$ cat config.mk
export PLATFORM = sky130hd
export DESIGN_NAME = rd_cpl_splitter
export DESIGN_NICKNAME = d
export VERILOG_FILES = /design/src/rtl/rcs_pkg.sv /design/src/rtl/rcs_chunk_calc.sv /design/src/rtl/rcs_seq_ctrl.sv /design/src/rtl/rd_cpl_splitter.sv
export SDC_FILE = /design/constraint.sdc
export NUM_CORES = 1
export LEC_CHECK = 0
export BUFFER_PORTS_ARGS = -buffer_cell sky130_fd_sc_hd__buf_2
export CELL_PAD_IN_SITES_DETAIL_PLACEMENT = 0
export CELL_PAD_IN_SITES_GLOBAL_PLACEMENT = 2
export CORE_UTILIZATION = 34
export DETAILED_ROUTE_END_ITERATION = 6
export PLACE_DENSITY_LB_ADDON = 0.12
export SLEW_MARGIN = 10
export SYNTH_ARGS = -nofsm -noshare
export SYNTH_HDL_FRONTEND = slang
export SYNTH_SLANG_ARGS = --single-unit
export TNS_END_PERCENT = 30
$ cat constraint.sdc
create_clock -name clk_i -period 24.6 [get_ports clk_i]
set_input_delay 4.92 -clock clk_i [delete_from_list [all_inputs] [get_ports clk_i]]
set_output_delay 4.92 -clock clk_i [all_outputs]
set_load 0.01 [all_outputs]
$ cat src/rtl/rcs_pkg.sv
package rcs_pkg;
  localparam int unsigned RCB_LOG2  = 7;
  localparam int unsigned PAGE_LOG2 = 12;
  localparam logic [2:0]  MPS_CODE_MAX = 3'd5;
endpackage

$ cat src/rtl/rcs_chunk_calc.sv
module rcs_chunk_calc import rcs_pkg::*; #(
  parameter int unsigned ADDR_W = 32,
  parameter int unsigned CNT_W  = 13
) (
  input  logic [ADDR_W-1:0] addr_i,
  input  logic [CNT_W-1:0]  remain_i,
  input  logic [2:0]        mps_code_i,
  output logic [CNT_W-1:0]  chunk_o
);
  localparam int unsigned CW = (CNT_W > PAGE_LOG2 + 1) ? CNT_W : PAGE_LOG2 + 1;
  localparam logic [CW-1:0] RCB_B  = CW'(1) << RCB_LOG2;
  localparam logic [PAGE_LOG2:0] PAGE_B = (PAGE_LOG2+1)'(1) << PAGE_LOG2;

  logic [2:0]          code_c;
  logic [CW-1:0]       mps_b, rem_w, cand, trimmed, room, chunk_w;
  logic [RCB_LOG2-1:0] tail;
  logic [PAGE_LOG2:0]  room_p;

  always_comb begin
    code_c  = (mps_code_i > MPS_CODE_MAX) ? MPS_CODE_MAX : mps_code_i;
    mps_b   = RCB_B << code_c;
    rem_w   = CW'(remain_i);
    cand    = (rem_w < mps_b) ? rem_w : mps_b;
    // end position modulo the completion boundary
    tail    = addr_i[RCB_LOG2-1:0] + cand[RCB_LOG2-1:0];
    trimmed = (cand > RCB_B) ? cand - CW'(tail) : cand;
    room_p  = PAGE_B - {1'b0, addr_i[PAGE_LOG2-1:0]};
    room    = CW'(room_p);
    chunk_w = (trimmed < room) ? trimmed : room;
    chunk_o = CNT_W'(chunk_w);
  end
endmodule

$ cat src/rtl/rcs_seq_ctrl.sv
module rcs_seq_ctrl #(
  parameter int unsigned ADDR_W = 32,
  parameter int unsigned CNT_W  = 13
) (
  input  logic              clk_i,
  input  logic              rst_ni,
  input  logic              start_i,
  input  logic [ADDR_W-1:0] addr_i,
  input  logic [CNT_W-1:0]  bytes_i,
  input  logic [2:0]        mps_i,
  input  logic              take_i,
  input  logic [CNT_W-1:0]  chunk_i,
  output logic              busy_o,
  output logic [ADDR_W-1:0] cur_addr_o,
  output logic [CNT_W-1:0]  remain_o,
  output logic [2:0]        mps_o
);
  always_ff @(posedge clk_i or negedge rst_ni) begin
    if (!rst_ni) begin
      busy_o     <= 1'b0;
      cur_addr_o <= '0;
      remain_o   <= '0;
      mps_o      <= '0;
    end else if (start_i) begin
      busy_o     <= 1'b1;
      cur_addr_o <= addr_i;
      remain_o   <= bytes_i;
      mps_o      <= mps_i;
    end else if (take_i) begin
      cur_addr_o <= cur_addr_o + ADDR_W'(chunk_i);
      remain_o   <= remain_o - chunk_i;
      if (chunk_i == remain_o) busy_o <= 1'b0;
    end
  end


  nonzero_chunk_chk: assert property (@(posedge clk_i) disable iff (!rst_ni)
    busy_o |-> (chunk_i != '0) && (chunk_i <= remain_o));

  no_restart_chk: assert property (@(posedge clk_i) disable iff (!rst_ni)
    busy_o |-> !start_i);
endmodule

$ cat src/rtl/rd_cpl_splitter.sv
module rd_cpl_splitter import rcs_pkg::*; #(
  parameter int unsigned ADDR_W = 32,
  parameter int unsigned LEN_W  = 11
) (
  input  logic               clk_i,
  input  logic               rst_ni,
  input  logic               req_valid_i,
  output logic               req_ready_o,
  input  logic [ADDR_W-1:0]  req_addr_i,
  input  logic [LEN_W-1:0]   req_len_dw_i,
  input  logic [2:0]         req_mps_i,
  output logic               cpl_valid_o,
  input  logic               cpl_ready_i,
  output logic [ADDR_W-1:0]  cpl_addr_o,
  output logic [LEN_W+1:0]   cpl_len_o,
  output logic [LEN_W+1:0]   cpl_byte_cnt_o,
  output logic [6:0]         cpl_lower_addr_o,
  output logic               cpl_last_o
);
  localparam int unsigned CNT_W = LEN_W + 2;

  logic              busy, start, take;
  logic [ADDR_W-1:0] cur_addr;
  logic [CNT_W-1:0]  remain, chunk, req_bytes;
  logic [2:0]        mps_q;

  assign req_bytes   = {req_len_dw_i, 2'b00};
  assign req_ready_o = !busy;
  assign start       = req_valid_i && req_ready_o;
  assign take        = cpl_valid_o && cpl_ready_i;

  rcs_seq_ctrl #(.ADDR_W(ADDR_W), .CNT_W(CNT_W)) i_seq (
    .clk_i, .rst_ni,
    .start_i(start), .addr_i(req_addr_i), .bytes_i(req_bytes), .mps_i(req_mps_i),
    .take_i(take), .chunk_i(chunk),
    .busy_o(busy), .cur_addr_o(cur_addr), .remain_o(remain), .mps_o(mps_q)
  );

  rcs_chunk_calc #(.ADDR_W(ADDR_W), .CNT_W(CNT_W)) i_calc (
    .addr_i(cur_addr), .remain_i(remain), .mps_code_i(mps_q), .chunk_o(chunk)
  );

  assign cpl_valid_o      = busy;
  assign cpl_addr_o       = cur_addr;
  assign cpl_len_o        = chunk;
  assign cpl_byte_cnt_o   = remain;
  assign cpl_lower_addr_o = cur_addr[6:0];
  assign cpl_last_o       = busy && (chunk == remain);


  req_len_nonzero_chk: assert property (@(posedge clk_i) disable iff (!rst_ni)
    start |-> req_len_dw_i != '0);

  first_cnt_chk: assert property (@(posedge clk_i) disable iff (!rst_ni)
    start |=> cpl_valid_o && cpl_byte_cnt_o == {$past(req_len_dw_i), 2'b00});

  mps_limit_chk: assert property (@(posedge clk_i) disable iff (!rst_ni)
    cpl_valid_o |-> 32'(cpl_len_o) <= (32'd128 << ((mps_q > MPS_CODE_MAX) ? MPS_CODE_MAX : mps_q)));

  rcb_end_chk: assert property (@(posedge clk_i) disable iff (!rst_ni)
    (cpl_valid_o && !cpl_last_o && cpl_len_o > (LEN_W+2)'(128))
      |-> (cpl_lower_addr_o + cpl_len_o[6:0]) == 7'd0);

  page_cross_chk: assert property (@(posedge clk_i) disable iff (!rst_ni)
    cpl_valid_o |-> (32'(cpl_addr_o[PAGE_LOG2-1:0]) + 32'(cpl_len_o)) <= 32'd4096);

  cnt_step_chk: assert property (@(posedge clk_i) disable iff (!rst_ni)
    (take && !cpl_last_o) |=> cpl_byte_cnt_o == $past(cpl_byte_cnt_o) - $past(cpl_len_o));

  addr_step_chk: assert property (@(posedge clk_i) disable iff (!rst_ni)
    (take && !cpl_last_o) |=> cpl_addr_o == $past(cpl_addr_o) + ADDR_W'($past(cpl_len_o)));

  end_after_last_chk: assert property (@(posedge clk_i) disable iff (!rst_ni)
    (take && cpl_last_o) |=> !cpl_valid_o);

  ready_while_busy_chk: assert property (@(posedge clk_i) disable iff (!rst_ni)
    cpl_valid_o |-> !req_ready_o);

  hold_on_stall_chk: assert property (@(posedge clk_i) disable iff (!rst_ni)
    (cpl_valid_o && !cpl_ready_i) |=> cpl_valid_o && $stable(cpl_addr_o)
      && $stable(cpl_len_o) && $stable(cpl_byte_cnt_o) && $stable(cpl_last_o));
endmodule

Word level (Yosys, flattened, before mapping)
Index checks and enable logic that the tools add are counted.
{"block": "totals", "regBits": 49, "out_inout_bits": 68}
{"block": "op_classes", "n_reduce_logical": 7, "n_eq_ne": 1, "shift": 1, "muxes": 11, "n_lt_le_gt_ge": 4, "n_addsub": 5}
{"operator": "13-bit two-way mux", "n": 5}
{"operator": "32-bit two-way mux", "n": 2}
{"operator": "32-bit by 13-bit adder with 32-bit output", "n": 1}
{"operator": "13-bit < comparator", "n": 2}
{"operator": "13-bit equality test", "n": 1}
{"operator": "13-bit by 8-bit > comparator with 1-bit output (second input constant)", "n": 1}
{"operator": "8-bit by 3-bit left shift with 13-bit output (first input constant)", "n": 1}
{"operator": "13-bit by 12-bit subtractor with 13-bit output (first input constant)", "n": 1}
{"operator": "13-bit subtractor", "n": 1}
{"operator": "13-bit by 7-bit subtractor with 13-bit output", "n": 1}
{"operator": "7-bit adder", "n": 1}
{"operator": "2-bit nonzero test", "n": 2}
{"operator": "3-bit > comparator (second input constant)", "n": 1}
{"operator": "1-bit logical AND", "n": 3}
{"operator": "1-bit two-way mux", "n": 3}
{"operator": "3-bit two-way mux", "n": 1}
{"operator": "2-bit AND reduction", "n": 1}
{"operator": "1-bit logical NOT", "n": 1}

Longest topological paths before layout
{"block": "depth", "ltp_word": 14, "ltp_mapped": 44, "depth_no_buf": 44}

Modules after synthesis
From an unflattened synthesis, not the netlist that was laid out.
{"block": "unflattened", "cells_unflattened": 730, "area_unflattened_um2": 5988.2}
{"mod": "rcs_seq_ctrl", "instances": 1, "area_each_um2": 4048.9, "cells_per_inst": 466, "seq_area_each_um2": 1226.2}
{"mod": "rcs_chunk_calc", "instances": 1, "area_each_um2": 1717.9, "cells_per_inst": 235, "seq_area_each_um2": 0.0}
{"mod": "rd_cpl_splitter", "instances": 1, "area_each_um2": 221.5, "cells_per_inst": 29, "seq_area_each_um2": 0.0}

Least setup slack after synthesis
OpenSTA, ideal clock, no wires.
{"block": "synth_path", "path_type": "register to output", "start": "register i_seq.mps_o[0]", "end": "output port cpl_last_o", "slack_ns": 12.087, "required_time_ns": 19.680, "arrival_time_ns": 7.593, "stages_incl_launch_ff": 34, "path_cell_list": "dfrtp_1 > or3b_2 > ha_1 > a211oi_2 > a21oi_2 > nor2_1 > nand2_1 > inv_1 > ha_1 > a31o_2 > a21o_1 > a21o_1 > a21oi_1 > xor2_1 > ha_1 > a21o_1 > a21oi_1 > o211ai_1 > or3b_1 > a21oi_1 > xnor2_1 > mux2_2 > ha_1 > nand4_1 > nor2_1 > nand3_1 > o2111ai_4 > clkbuf_1 > mux2i_1 > inv_1 > ha_1 > nand4_1 > nor3_1 > and3_1"}
{"block": "synth_via", "elab_chain_len": 12, "word_cells_on_any_way": 13}
{"element": "from (decl)", "line": "rcs_seq_ctrl.sv:16", "rtl": "output logic [2:0] mps_o"}
{"element": "from (signal assigned)", "line": "rcs_seq_ctrl.sv:28", "rtl": "mps_o <= mps_i;"}
{"element": "3-bit > comparator", "line": "rcs_chunk_calc.sv:20", "rtl": "code_c = (mps_code_i > MPS_CODE_MAX) ? MPS_CODE_MAX : mps_code_i;"}
{"element": "3-bit two-way mux (*)", "line": "rcs_chunk_calc.sv:20"}
{"element": "8-bit by 3-bit left shift with 13-bit output (*)", "line": "rcs_chunk_calc.sv:21", "rtl": "mps_b = RCB_B << code_c;"}
{"element": "13-bit < comparator", "line": "rcs_chunk_calc.sv:23", "rtl": "cand = (rem_w < mps_b) ? rem_w : mps_b;"}
{"element": "13-bit two-way mux (*)", "line": "rcs_chunk_calc.sv:23"}
{"element": "7-bit adder", "line": "rcs_chunk_calc.sv:25", "rtl": "tail = addr_i[RCB_LOG2-1:0] + cand[RCB_LOG2-1:0];"}
{"element": "13-bit by 7-bit subtractor with 13-bit output", "line": "rcs_chunk_calc.sv:26", "rtl": "trimmed = (cand > RCB_B) ? cand - CW'(tail) : cand;"}
{"element": "13-bit two-way mux (*)", "line": "rcs_chunk_calc.sv:26"}
{"element": "13-bit < comparator", "line": "rcs_chunk_calc.sv:29", "rtl": "chunk_w = (trimmed < room) ? trimmed : room;"}
{"element": "13-bit two-way mux (*)", "line": "rcs_chunk_calc.sv:29"}
{"element": "net cpl_len_o[4]", "line": "rd_cpl_splitter.sv:15", "rtl": "output logic [LEN_W+1:0] cpl_len_o,"}
{"element": "13-bit equality test (*)", "line": "rd_cpl_splitter.sv:48", "rtl": "assign cpl_last_o = busy && (chunk == remain);"}
{"element": "1-bit logical AND (*)", "line": "rd_cpl_splitter.sv:48"}
{"element": "to (decl)", "line": "rd_cpl_splitter.sv:18", "rtl": "output logic cpl_last_o"}
Mark *: on every way through the listed nets, which the timed path passes. The rest lies on a longest branch.

Worst setup path in the final report
{"block": "layout_path", "start": "register i_seq.mps_o[0]", "end": "output port cpl_last_o"}
{"block": "layout_via", "elab_chain_len": 12, "word_cells_on_any_way": 13}
{"element": "3-bit > comparator", "line": "rcs_chunk_calc.sv:20"}
{"element": "3-bit two-way mux (*)", "line": "rcs_chunk_calc.sv:20"}
{"element": "8-bit by 3-bit left shift with 13-bit output (*)", "line": "rcs_chunk_calc.sv:21"}
{"element": "13-bit < comparator", "line": "rcs_chunk_calc.sv:23"}
{"element": "13-bit two-way mux (*)", "line": "rcs_chunk_calc.sv:23"}
{"element": "7-bit adder", "line": "rcs_chunk_calc.sv:25"}
{"element": "13-bit by 7-bit subtractor with 13-bit output", "line": "rcs_chunk_calc.sv:26"}
{"element": "13-bit two-way mux (*)", "line": "rcs_chunk_calc.sv:26"}
{"element": "13-bit < comparator", "line": "rcs_chunk_calc.sv:29"}
{"element": "13-bit two-way mux (*)", "line": "rcs_chunk_calc.sv:29"}
{"element": "13-bit equality test (*)", "line": "rd_cpl_splitter.sv:48"}
{"element": "1-bit logical AND (*)", "line": "rd_cpl_splitter.sv:48"}
Every way passes the cells marked *; elsewhere a longest branch is shown, timed or not.

==> results by group <==
Worst setup path
  – Crit path DAT: 8.80 ns
  – CP Max Fanout: 19
  – CP Class: flip-flop to output port
  – CP required: 19.68 ns
  – Worst-path cell with the longest stage delay: o2111ai_4
  – Slowest stage delay, CP: 0.57 ns
  – Most Frequent Cell on Critical Path: ha_1
  – Critical Path Sink Type: output port
  – Crit start category: flip-flop

Global route
  – Largest net degree at the start of global routing: 70
  – GRT Resource Usage Total: 21.1%
  – Vias in the first global route: 5,097
  – Initial antenna violation count: 0
  – Overflow after GRT: 0
  – First-pass GRT wire length: 26,200 microns

Routing
  – Initial drt markers: 256
  – Detail Route Antenna Nets: 0
  – Drt pass-1 iters: 6
  – Wire length per cell: 17.1 microns
  – Drc violations: 2
  – Via density per instance: 5.29
  – Vias: 4,962
  – DRT Wirelength: 16,100 microns

Layout
  – P&R area growth vs syn: 17.3%
  – NumNets Final: 861
  – Fill cell count: 1,523
  – Layout cells sized above 1: 20.8%
  – Commonest non-fill, non-tap cell in the layout: buf_2
  – Most frequent cells in the layout: buf_2, nand2_1, ha_1
  – Diodes inserted: 0

Outcome
  – Failing checks: design-rule violations
  – Outcome: finished with violations

STA
  – Max Fclk: 72.9 MHz
  – RSZ-0062 raised after global routing: false
  – Max_slew headroom: 37.3%
  – Clk_skew: 0.00814 ns
  – Number of setup violations in the final report: 0
  – Final setup TNS: 0 ns
  – Least-Margin Pin Slew: 0.938 ns
  – Final Slew Violations: 0
  – Final hold viol count: 0
  – Fin crit period: 13.72 ns
  – Period utilization: 55.8%

CTS
  – CTS Buf Count: 5
  – Clk slew on worst S/H paths: 0.07 ns
  – Clk sinks: 49
  – Htree depth: 2
  – Root buffer cell: clkbuf_16
  – CTS tree: built
  – Number of gates resized after cts: 0
  – Maximum clock insertion buffer count: 2
  – Post-CTS Setup Bufs: 0
  – Post-CTS Hold Fix Bufs: 0
  – Skew-Pair Late Insertion Delay: 0.30 ns

Place
  – IO buf count: 117
  – Hpwl dp: 12,400 microns
  – Routability cong.: 0.856

Logic synthesis
  – Synthesized netlist cell count: 652
  – Avg Inst Size Synth: 7.89 sq um
  – Synth Cell Area: 5150 sq um
  – Async SR Flop Fraction: 100%
  – Warnings, synthesis: 0
  – Yosys reg bits: 49
  – Seq/Total Area, Yosys: 23.8%
  – EDFF count, synth: 0
  – Netlist cell types: 61
  – Post-synth top flop: dfrtp_1
  – Syn Nets: 760

Die
  – Initial Utilization: 35.2%
  – Core Area: 14,600 sq um
  – Cell Rows: 44
  – Die width: 125 microns
  – IO Pins: 118
  – Die H: 125 microns
  – Die area: 15,600 sq um

Min path
  – Worst hold path class: flip-flop to flip-flop

Run
  – # Max-Cap Violations: 0
per-layer routing:
layer	part of all wire, %	routed length [microns]	up-vias	global-route usage (%)
li1	-	-	2491	-
met3	3.5	556	27	3.29
met5	0	0	-	0
met2	47	7560	102	36.1
met4	2.1	340	0	6.31
met1	47	7600	2342	27.2
kinds of logic (layout without fill, tap and decap cells):
group	Yosys count	count (layout)	share of synthesized area, %
multiplexers	14	14	3.01
adder cells (fa/ha/maj)	58	58	14.5
XOR/XNOR	67	67	11.4
AO/OA/AOI/OAI	173	173	21.0
flip-flops	49	49	23.8
buffers and inverters	68	170	5.54
AND/OR/NAND/NOR	223	223	20.7
through the flow:
step | hold slack, ns | cells | setup WS [ns] | area (sq um) | util [%]
after floorplan | 0.524 | 652 | 12.09 | 5150 | -
after global placement | 0.565 | 930 | 11.50 | 5870 | 40.1
after detailed placement | 0.580 | 930 | 11.28 | 5870 | 40.1
after CTS | 0.598 | 938 | 10.91 | 6040 | 41.2
after global routing | 0.631 | 938 | 10.36 | 6040 | 41.2
final | 0.585 | 938 | 10.88 | 6040 | 41.2
state kept, by name (all words and copies together) (netlist names):
signal	flops
i_seq.cur_addr_o	32
i_seq.mps_o	3
i_seq.busy_o	1
i_seq.remain_o	13
cell usage after synthesis, drive strengths merged (6+ instances only):
| cell | number | area share [%] |
|---|---|---|
| nand2 | 92 | 6.7 |
| ha | 55 | 13 |
| a21oi | 54 | 5.3 |
| o21ai | 54 | 5.4 |
| xnor2 | 50 | 8.5 |
| dfrtp | 49 | 24 |
| nor2 | 42 | 3.1 |
| inv | 40 | 2.9 |
| a21o | 17 | 2.5 |
| xor2 | 17 | 2.9 |
| clkbuf | 14 | 1.0 |
| nor3 | 14 | 1.4 |
| buf | 13 | 1.5 |
| nand4 | 10 | 1.2 |
| and3 | 9 | 1.1 |
| mux2 | 9 | 2.0 |
| nand3 | 9 | 0.87 |
| nor2b | 9 | 1.1 |
| a31oi | 8 | 0.97 |
| or2 | 7 | 0.85 |
| o211ai | 6 | 0.87 |
path summary, 6_finish.rpt:
kind	slack, ns	end	cells after the start	from
hold / removal	0.59	i_seq.cur_addr_o[31]	2	i_seq.cur_addr_o[31]
setup / recovery	10.88	cpl_last_o	33	i_seq.mps_o[0]
min in group asynchronous	4.73	i_seq.cur_addr_o[31]	2	rst_ni
hold reg to reg	0.59	i_seq.cur_addr_o[31]	2	i_seq.cur_addr_o[31]
max in group asynchronous	19.40	i_seq.remain_o[3]	2	rst_ni
setup reg to reg	14.37	i_seq.cur_addr_o[27]	38	i_seq.mps_o[0]
layout make-up:
cell class,instances,area (sq um),area share [%]
timing repair buffer,121,616,10.2
sequential,49,1230,20.3
inverter,41,154,2.55
tap,184,230,3.81
multi-input combinational,535,3640,60.3
clock inverter,3,43.8,0.725
clock buffer,5,125,2.07
critical path, delay by kind of cell, from the launching register on:
family	cells	cell delay [ns]
compound gates	11	2.45
fa+ha+maj	5	1.53
buf+inv	3	0.40
simple gates	10	2.70
flops	1	0.45
mux	2	0.67
xor+xnor	2	0.27
Power is left out: the tool's default activity adds up to more than one toggle a clock period on the data nets, which glitch-free logic cannot reach.
